File: config.mk
export PLATFORM = sky130hd
export DESIGN_NAME = ppt_pause_gen
export DESIGN_NICKNAME = d
export VERILOG_FILES = /design/src/rtl/ppt_pkg.sv /design/src/rtl/ppt_occ_counter.sv /design/src/rtl/ppt_datapath.sv /design/src/rtl/ppt_control.sv /design/src/rtl/ppt_pause_gen.sv
export SDC_FILE = /design/constraint.sdc
export NUM_CORES = 2
export LEC_CHECK = 0
export CORE_MARGIN = 5
export CORE_UTILIZATION = 61
export CTS_BUF_LIST = sky130_fd_sc_hd__clkbuf_16
export DETAILED_ROUTE_END_ITERATION = 10
export PLACE_DENSITY = 0.79
export RECOVER_POWER = 25
export SLEW_MARGIN = 25
export SYNTH_ARGS = -nofsm -noshare
export SYNTH_HDL_FRONTEND = slang
export SYNTH_SLANG_ARGS = --single-unit
File: constraint.sdc
create_clock -name clk -period 20.5 [get_ports clk]
set_input_delay 2.05 -clock clk [delete_from_list [all_inputs] [get_ports clk]]
set_output_delay 2.05 -clock clk [all_outputs]
set_load 0.03 [all_outputs]
File: src/rtl/ppt_pkg.sv
package ppt_pkg;
  localparam int unsigned PRI_COUNT = 8;
  localparam int unsigned PRI_W = $clog2(PRI_COUNT);

  // strobes from control to datapath
  typedef struct packed {
    logic                 launch;
    logic [PRI_COUNT-1:0] launchMask;
  } ctlStrobe_t;

  // level information from datapath to control
  typedef struct packed {
    logic [PRI_COUNT-1:0] xoffLevel;   // per group: free <= skid
    logic [PRI_COUNT-1:0] xonLevel;    // per group: free > 2*skid
    logic [PRI_COUNT-1:0] refreshDue;  // per priority
  } dpStatus_t;

  function automatic logic [PRI_W-1:0] groupOf(input logic [PRI_COUNT*PRI_W-1:0] map,
                                               input int p);
    return map[p*PRI_W +: PRI_W];
  endfunction
endpackage

File: src/rtl/ppt_occ_counter.sv
module ppt_occ_counter #(
  parameter int unsigned OCC_W = 16
) (
  input  logic             clk,
  input  logic             rstN,
  input  logic [OCC_W-1:0] addAmt,
  input  logic [OCC_W-1:0] subAmt,
  output logic [OCC_W-1:0] occ,
  output logic             fault
);
  localparam int unsigned EXT_W = OCC_W + 2;

  logic [EXT_W-1:0] sum;
  logic underflow;
  logic overflow;

  always_comb begin
    sum       = {2'b00, occ} + {2'b00, addAmt} - {2'b00, subAmt};
    underflow = sum[EXT_W-1];
    overflow  = !sum[EXT_W-1] && sum[OCC_W];
    fault     = underflow || overflow;
  end

  always_ff @(posedge clk) begin
    if (!rstN)          occ <= '0;
    else if (underflow) occ <= '0;
    else if (overflow)  occ <= '1;
    else                occ <= sum[OCC_W-1:0];
  end
endmodule

File: src/rtl/ppt_datapath.sv
module ppt_datapath
  import ppt_pkg::*;
#(
  parameter int unsigned OCC_W  = 16,
  parameter int unsigned TIME_W = 16
) (
  input  logic                        clk,
  input  logic                        rstN,
  input  logic                        enqValid,
  input  logic [PRI_W-1:0]            enqPri,
  input  logic [OCC_W-1:0]            enqLen,
  input  logic                        deqValid,
  input  logic [PRI_W-1:0]            deqPri,
  input  logic [OCC_W-1:0]            deqLen,
  input  logic [OCC_W-1:0]            cfgCapacity,
  input  logic [OCC_W-1:0]            cfgMaxFrame,
  input  logic [OCC_W-1:0]            cfgLinkDelay,
  input  logic [TIME_W-1:0]           cfgPauseTime,
  input  logic [TIME_W-1:0]           cfgRefresh,
  input  logic [PRI_COUNT*PRI_W-1:0]  cfgGroup,
  input  logic [PRI_COUNT-1:0]        groupPaused,
  input  ctlStrobe_t                  strobe,
  output dpStatus_t                   status,
  output logic [PRI_COUNT*TIME_W-1:0] reqTimes,
  output logic                        errFlag
);
  localparam int unsigned SUM_W  = OCC_W + PRI_W;
  localparam int unsigned SKID_W = OCC_W + 2;
  localparam int unsigned CMP_W  = SKID_W + 1;

  logic [OCC_W-1:0]     occ [PRI_COUNT];
  logic [PRI_COUNT-1:0] fault;
  logic [PRI_COUNT-1:0] priPaused;
  logic [SUM_W-1:0]     groupOcc [PRI_COUNT];
  logic [SKID_W-1:0]    skid;

  // occupancy counters, one per priority
  for (genvar p = 0; p < PRI_COUNT; p++) begin : g_occ
    logic [OCC_W-1:0] addAmt;
    logic [OCC_W-1:0] subAmt;
    assign addAmt = (enqValid && enqPri == PRI_W'(p)) ? enqLen : '0;
    assign subAmt = (deqValid && deqPri == PRI_W'(p)) ? deqLen : '0;
    ppt_occ_counter #(.OCC_W(OCC_W)) u_cnt (
      .clk   (clk),
      .rstN  (rstN),
      .addAmt(addAmt),
      .subAmt(subAmt),
      .occ   (occ[p]),
      .fault (fault[p])
    );
  end

  always_ff @(posedge clk) begin
    if (!rstN)       errFlag <= 1'b0;
    else if (|fault) errFlag <= 1'b1;
  end

  // skid allowance: two largest frames plus the link term
  assign skid = {1'b0, cfgMaxFrame, 1'b0} + SKID_W'(cfgLinkDelay);

  // sum member occupancies into each group
  always_comb begin
    for (int g = 0; g < PRI_COUNT; g++) begin
      groupOcc[g] = '0;
      for (int p = 0; p < PRI_COUNT; p++) begin
        if (groupOf(cfgGroup, p) == PRI_W'(g)) groupOcc[g] = groupOcc[g] + SUM_W'(occ[p]);
      end
    end
  end

  // free-space compare per group
  for (genvar g = 0; g < PRI_COUNT; g++) begin : g_level
    logic [OCC_W-1:0] freeBytes;
    assign freeBytes = (groupOcc[g] >= SUM_W'(cfgCapacity)) ? '0
                     : OCC_W'(SUM_W'(cfgCapacity) - groupOcc[g]);
    assign status.xoffLevel[g] = CMP_W'(freeBytes) <= CMP_W'(skid);
    assign status.xonLevel[g]  = CMP_W'(freeBytes) >  {skid, 1'b0};
  end

  // refresh timers and request payload, per priority
  for (genvar p = 0; p < PRI_COUNT; p++) begin : g_pri
    logic [TIME_W-1:0] refreshCnt;
    logic              named;

    assign priPaused[p] = groupPaused[groupOf(cfgGroup, p)];
    assign named        = strobe.launch && strobe.launchMask[p];

    always_ff @(posedge clk) begin
      if (!rstN)                               refreshCnt <= '0;
      else if (named)                          refreshCnt <= cfgRefresh;
      else if (priPaused[p] && refreshCnt != '0) refreshCnt <= refreshCnt - 1'b1;
    end

    assign status.refreshDue[p] = priPaused[p] && (refreshCnt == '0);

    always_ff @(posedge clk) begin
      if (!rstN)             reqTimes[p*TIME_W +: TIME_W] <= '0;
      else if (strobe.launch) reqTimes[p*TIME_W +: TIME_W] <=
                               (strobe.launchMask[p] && priPaused[p]) ? cfgPauseTime : '0;
    end
  end
endmodule

File: src/rtl/ppt_control.sv
module ppt_control
  import ppt_pkg::*;
(
  input  logic                       clk,
  input  logic                       rstN,
  input  dpStatus_t                  status,
  input  logic [PRI_COUNT*PRI_W-1:0] cfgGroup,
  input  logic                       reqReady,
  output logic [PRI_COUNT-1:0]       groupPaused,
  output ctlStrobe_t                 strobe,
  output logic                       reqValid,
  output logic [PRI_COUNT-1:0]       reqEnable
);
  logic [PRI_COUNT-1:0] enterPause;
  logic [PRI_COUNT-1:0] leavePause;
  logic [PRI_COUNT-1:0] groupEvent;
  logic [PRI_COUNT-1:0] priEvent;
  logic [PRI_COUNT-1:0] pend;
  logic [PRI_COUNT-1:0] pendNext;
  logic                 launch;
  logic [PRI_COUNT-1:0] launchMask;

  assign enterPause = ~groupPaused & status.xoffLevel;
  assign leavePause =  groupPaused & status.xonLevel;
  assign groupEvent = enterPause | leavePause;

  always_comb begin
    for (int p = 0; p < PRI_COUNT; p++) priEvent[p] = groupEvent[groupOf(cfgGroup, p)];
  end

  assign launch     = !reqValid && (|pend);
  assign launchMask = launch ? pend : '0;

  // a refresh that lands on the launching edge is already covered
  assign pendNext = (pend & ~launchMask) | priEvent | (status.refreshDue & ~launchMask);

  assign strobe.launch     = launch;
  assign strobe.launchMask = launchMask;

  always_ff @(posedge clk) begin
    if (!rstN) begin
      groupPaused <= '0;
      pend        <= '0;
      reqValid    <= 1'b0;
      reqEnable   <= '0;
    end else begin
      groupPaused <= (groupPaused | enterPause) & ~leavePause;
      pend        <= pendNext;
      if (launch) begin
        reqValid  <= 1'b1;
        reqEnable <= pend;
      end else if (reqReady) begin
        reqValid  <= 1'b0;
      end
    end
  end
endmodule

File: src/rtl/ppt_pause_gen.sv
module ppt_pause_gen
  import ppt_pkg::*;
#(
  parameter int unsigned OCC_W  = 16,
  parameter int unsigned TIME_W = 16
) (
  input  logic                        clk,
  input  logic                        rstN,
  input  logic                        enqValid,
  input  logic [PRI_W-1:0]            enqPri,
  input  logic [OCC_W-1:0]            enqLen,
  input  logic                        deqValid,
  input  logic [PRI_W-1:0]            deqPri,
  input  logic [OCC_W-1:0]            deqLen,
  input  logic [OCC_W-1:0]            cfgCapacity,
  input  logic [OCC_W-1:0]            cfgMaxFrame,
  input  logic [OCC_W-1:0]            cfgLinkDelay,
  input  logic [TIME_W-1:0]           cfgPauseTime,
  input  logic [TIME_W-1:0]           cfgRefresh,
  input  logic [PRI_COUNT*PRI_W-1:0]  cfgGroup,
  output logic                        reqValid,
  input  logic                        reqReady,
  output logic [PRI_COUNT-1:0]        reqEnable,
  output logic [PRI_COUNT*TIME_W-1:0] reqTimes,
  output logic                        errFlag
);
  ctlStrobe_t           strobe;
  dpStatus_t            status;
  logic [PRI_COUNT-1:0] groupPaused;

  ppt_datapath #(.OCC_W(OCC_W), .TIME_W(TIME_W)) u_dp (
    .clk         (clk),
    .rstN        (rstN),
    .enqValid    (enqValid),
    .enqPri      (enqPri),
    .enqLen      (enqLen),
    .deqValid    (deqValid),
    .deqPri      (deqPri),
    .deqLen      (deqLen),
    .cfgCapacity (cfgCapacity),
    .cfgMaxFrame (cfgMaxFrame),
    .cfgLinkDelay(cfgLinkDelay),
    .cfgPauseTime(cfgPauseTime),
    .cfgRefresh  (cfgRefresh),
    .cfgGroup    (cfgGroup),
    .groupPaused (groupPaused),
    .strobe      (strobe),
    .status      (status),
    .reqTimes    (reqTimes),
    .errFlag     (errFlag)
  );

  ppt_control u_ctl (
    .clk        (clk),
    .rstN       (rstN),
    .status     (status),
    .cfgGroup   (cfgGroup),
    .reqReady   (reqReady),
    .groupPaused(groupPaused),
    .strobe     (strobe),
    .reqValid   (reqValid),
    .reqEnable  (reqEnable)
  );
endmodule

==> out/results.ini <==
[synthesis]
yosysTopAreaCell=ha_1
yosys_warnings=0
ys_seq_area_share_pct=8.51
synth_fp_nets=15200
syn_avg_cell_area_um2=7.28
syn_area_mm2=0.0965
yosys_register_bits=410
async_flop_share_pct=0
netlist_top_cells_area=ha_1, dfxtp_1, xnor2_1
synth_cell_type_count=129
synth_top_area_share_pct=22.0
synthFlopType=dfxtp_1
synth_edf_count=0
synthCells=13300

[clock_tree]
cts_htree_levels=2
cts.sink_count=410
numCtsBuffers=51
cts_max_path_buffers=3
cts-root-buf=clkbuf_16
insertion_delay_ps=750
clk_pin_slew_ps=60
cts_tree=built

[timing]
grt_setup_unrepaired=no
setup_tns_ps=0
tightest_slew_ps=4550
finalCritPeriodShare_pct=95.8
fmaxAchievable_mhz=50.9
hold_viol=0
setup_violations=0
fin_worst_skew_ps=110
slew_headroom_pct=-203
slew_viol_final=191
fin_crit_ps=19630

[routing]
drc=0
drt_iter0_drc=10900
dr.pass1.iters=7
wire_per_inst_um=24.9
vias=104000
ant_nets=0
avgViaCountPerCell=6.70
drt_wl_total_mm=387

[pwr]
vdd_drop_max_v=0.000149
power.total_uw=11100
power_density_mw_per_mm2=106
leakage_uw=0.0492

[worst_setup_path]
reg2reg_depth=67
arrival_ps=20300
crit_path_end_kind=flip-flop
cpLargestDelayFamily=compound AO/OA/AOI/OAI gates
reg2reg_slack_ps=2890
critPathRequiredTime_ps=21170
critPathLaunch=cfgGroup[0]
r2r-end=u_ctl.pend[5]
critPathSlowestCell=o21ai_0
critPathMaxStageDelay_ps=710
path_buf_inv=5
criticalPathCategory=in -> reg
critPathLaunchType=primary input
timing.rr.start=u_dp.g_occ[1].u_cnt.occ[3]
crit_fanout=35

[layout]
layout_common_cells=ha_1, nor2_1, a21oi_1
fin_nets=15400
drive_above_1_share_pct=6.12
area_growth_pct=8.11
final_cell_area_mm2=0.104
finalNonFillerCells=15600
final_common_cell=ha_1

[floorplan]
coreArea_mm2=0.158
die_w_um=408
io_pins=285
design.die.area_mm2=0.166
rows=146
dieHeight_um=408
initial_core_util_pct=61.1

[grt]
grt.total_usage_pct=43.9
grt_overflow=0
grt_max_degree=105
first_global_vias=100000
grt_pass1_wl_mm=577
antenna_found_initial=24

[placed_design]
hpwl_mm=315
routabilityCongestion=1.04
placed_cells=15500
io_buffers=284
placed_area_mm2=0.103

[job]
drv_cap=2

[min_path]
min_from=u_ctl.reqEnable[5]
hold_end=u_ctl.reqEnable[5]
holdPathStages=2
hp-class=reg -> reg

[outcome]
violations=capacitance limit, slew limit
outcome=finished with violations

## state kept, by name, indices dropped and copies added (netlist names)
signal                 flops
u_dp.errFlag               1
u_dp.g_pri.refreshCnt    128
u_ctl.pend                 8
u_dp.reqTimes            128
u_dp.g_occ.u_cnt.occ     128
u_ctl.groupPaused          8
u_ctl.reqValid             1
u_ctl.reqEnable            8
## where the power goes
part / total (µW) / internal (µW) / switching, µW
clock network: 915 / 485 / 430
logic: 8860 / 3490 / 5370
registers: 1280 / 1020 / 254
total: 11100 / 5000 / 6050
## worst reg2reg max path: cells and delay by family (launching register included)
kind | cells | cell delay (ps)
multiplexers | 1 | 300
adder cells (fa/ha/maj) | 7 | 2310
buffers and inverters | 3 | 1100
XOR/XNOR | 6 | 790
AO/OA/AOI/OAI | 32 | 8090
flip-flops | 1 | 300
AND/OR/NAND/NOR | 18 | 4560
## metrics by stage
step | hold WS (ps) | util (%) | worst slack (ps)
2_1_floorplan | 459 | - | 3520
3_3_place_gp | 444 | 65.0 | 390
3_5_place_dp | 450 | 65.0 | 276
4_1_cts | 458 | 66.1 | 970
5_1_grt | 475 | 66.1 | 7.25
6_report | 457 | 66.1 | 870
## per-layer routing
| metal | global-route usage, % | vias up | part of all wire, % |
|---|---|---|---|
| met5 | 0 | - | 0.017 |
| met4 | 32.4 | 10 | 8.9 |
| met3 | 11.2 | 1733 | 12 |
| met2 | 69.1 | 5566 | 42 |
| met1 | 51.6 | 48800 | 37 |
| li1 | - | 48300 | - |
## worst max-delay path by stage
stage	to	cells past startpoint
after global placement	u_ctl.pend[5]	74
after floorplan	u_ctl.pend[5]	84
after global routing	u_ctl.pend[5]	75
after CTS	u_ctl.pend[5]	74
after detailed placement	u_ctl.pend[5]	74
final	u_ctl.pend[3]	74
## synthesized netlist by cell type (317+ instances only)
cell,instances
ha_1,1700
nor2_1,1330
a21oi_1,1294
nand2_1,1004
o21ai_0,825
inv_1,805
xnor2_1,766
dfxtp_1,410
a21o_1,361
xor2_1,351
clkbuf_1,347
and2_1,317
## cell type report
class                   count  area (µm²)
well taps                2072        2590
clock inverters            42         347
diodes                     20        50.0
fillers                 13700       53500
flip-flops and latches    410        8210
clock buffers              51        1280
inverters                 808        3040
repair buffers            574        5040
multi-input cells       11600       83800
## timing repair
| action | CTS | global route |
|---|---|---|
| hold buffers | 0 | 0 |
| setup endpoints to repair | 0 | 7 |
| setup buffers | 0 | 0 |
| gates resized for setup | 0 | 6 |
## cell families after synthesis
kind of cell             share of synthesized area (%)
AND/OR/NAND/NOR                                   21.5
adder cells (fa/ha/maj)                           23.9
buffers and inverters                             4.90
flip-flops                                        8.51
AO/OA/AOI/OAI                                     26.9
multiplexers                                      4.04
XOR/XNOR                                          10.3
Power figures use the tool's default switching activity.
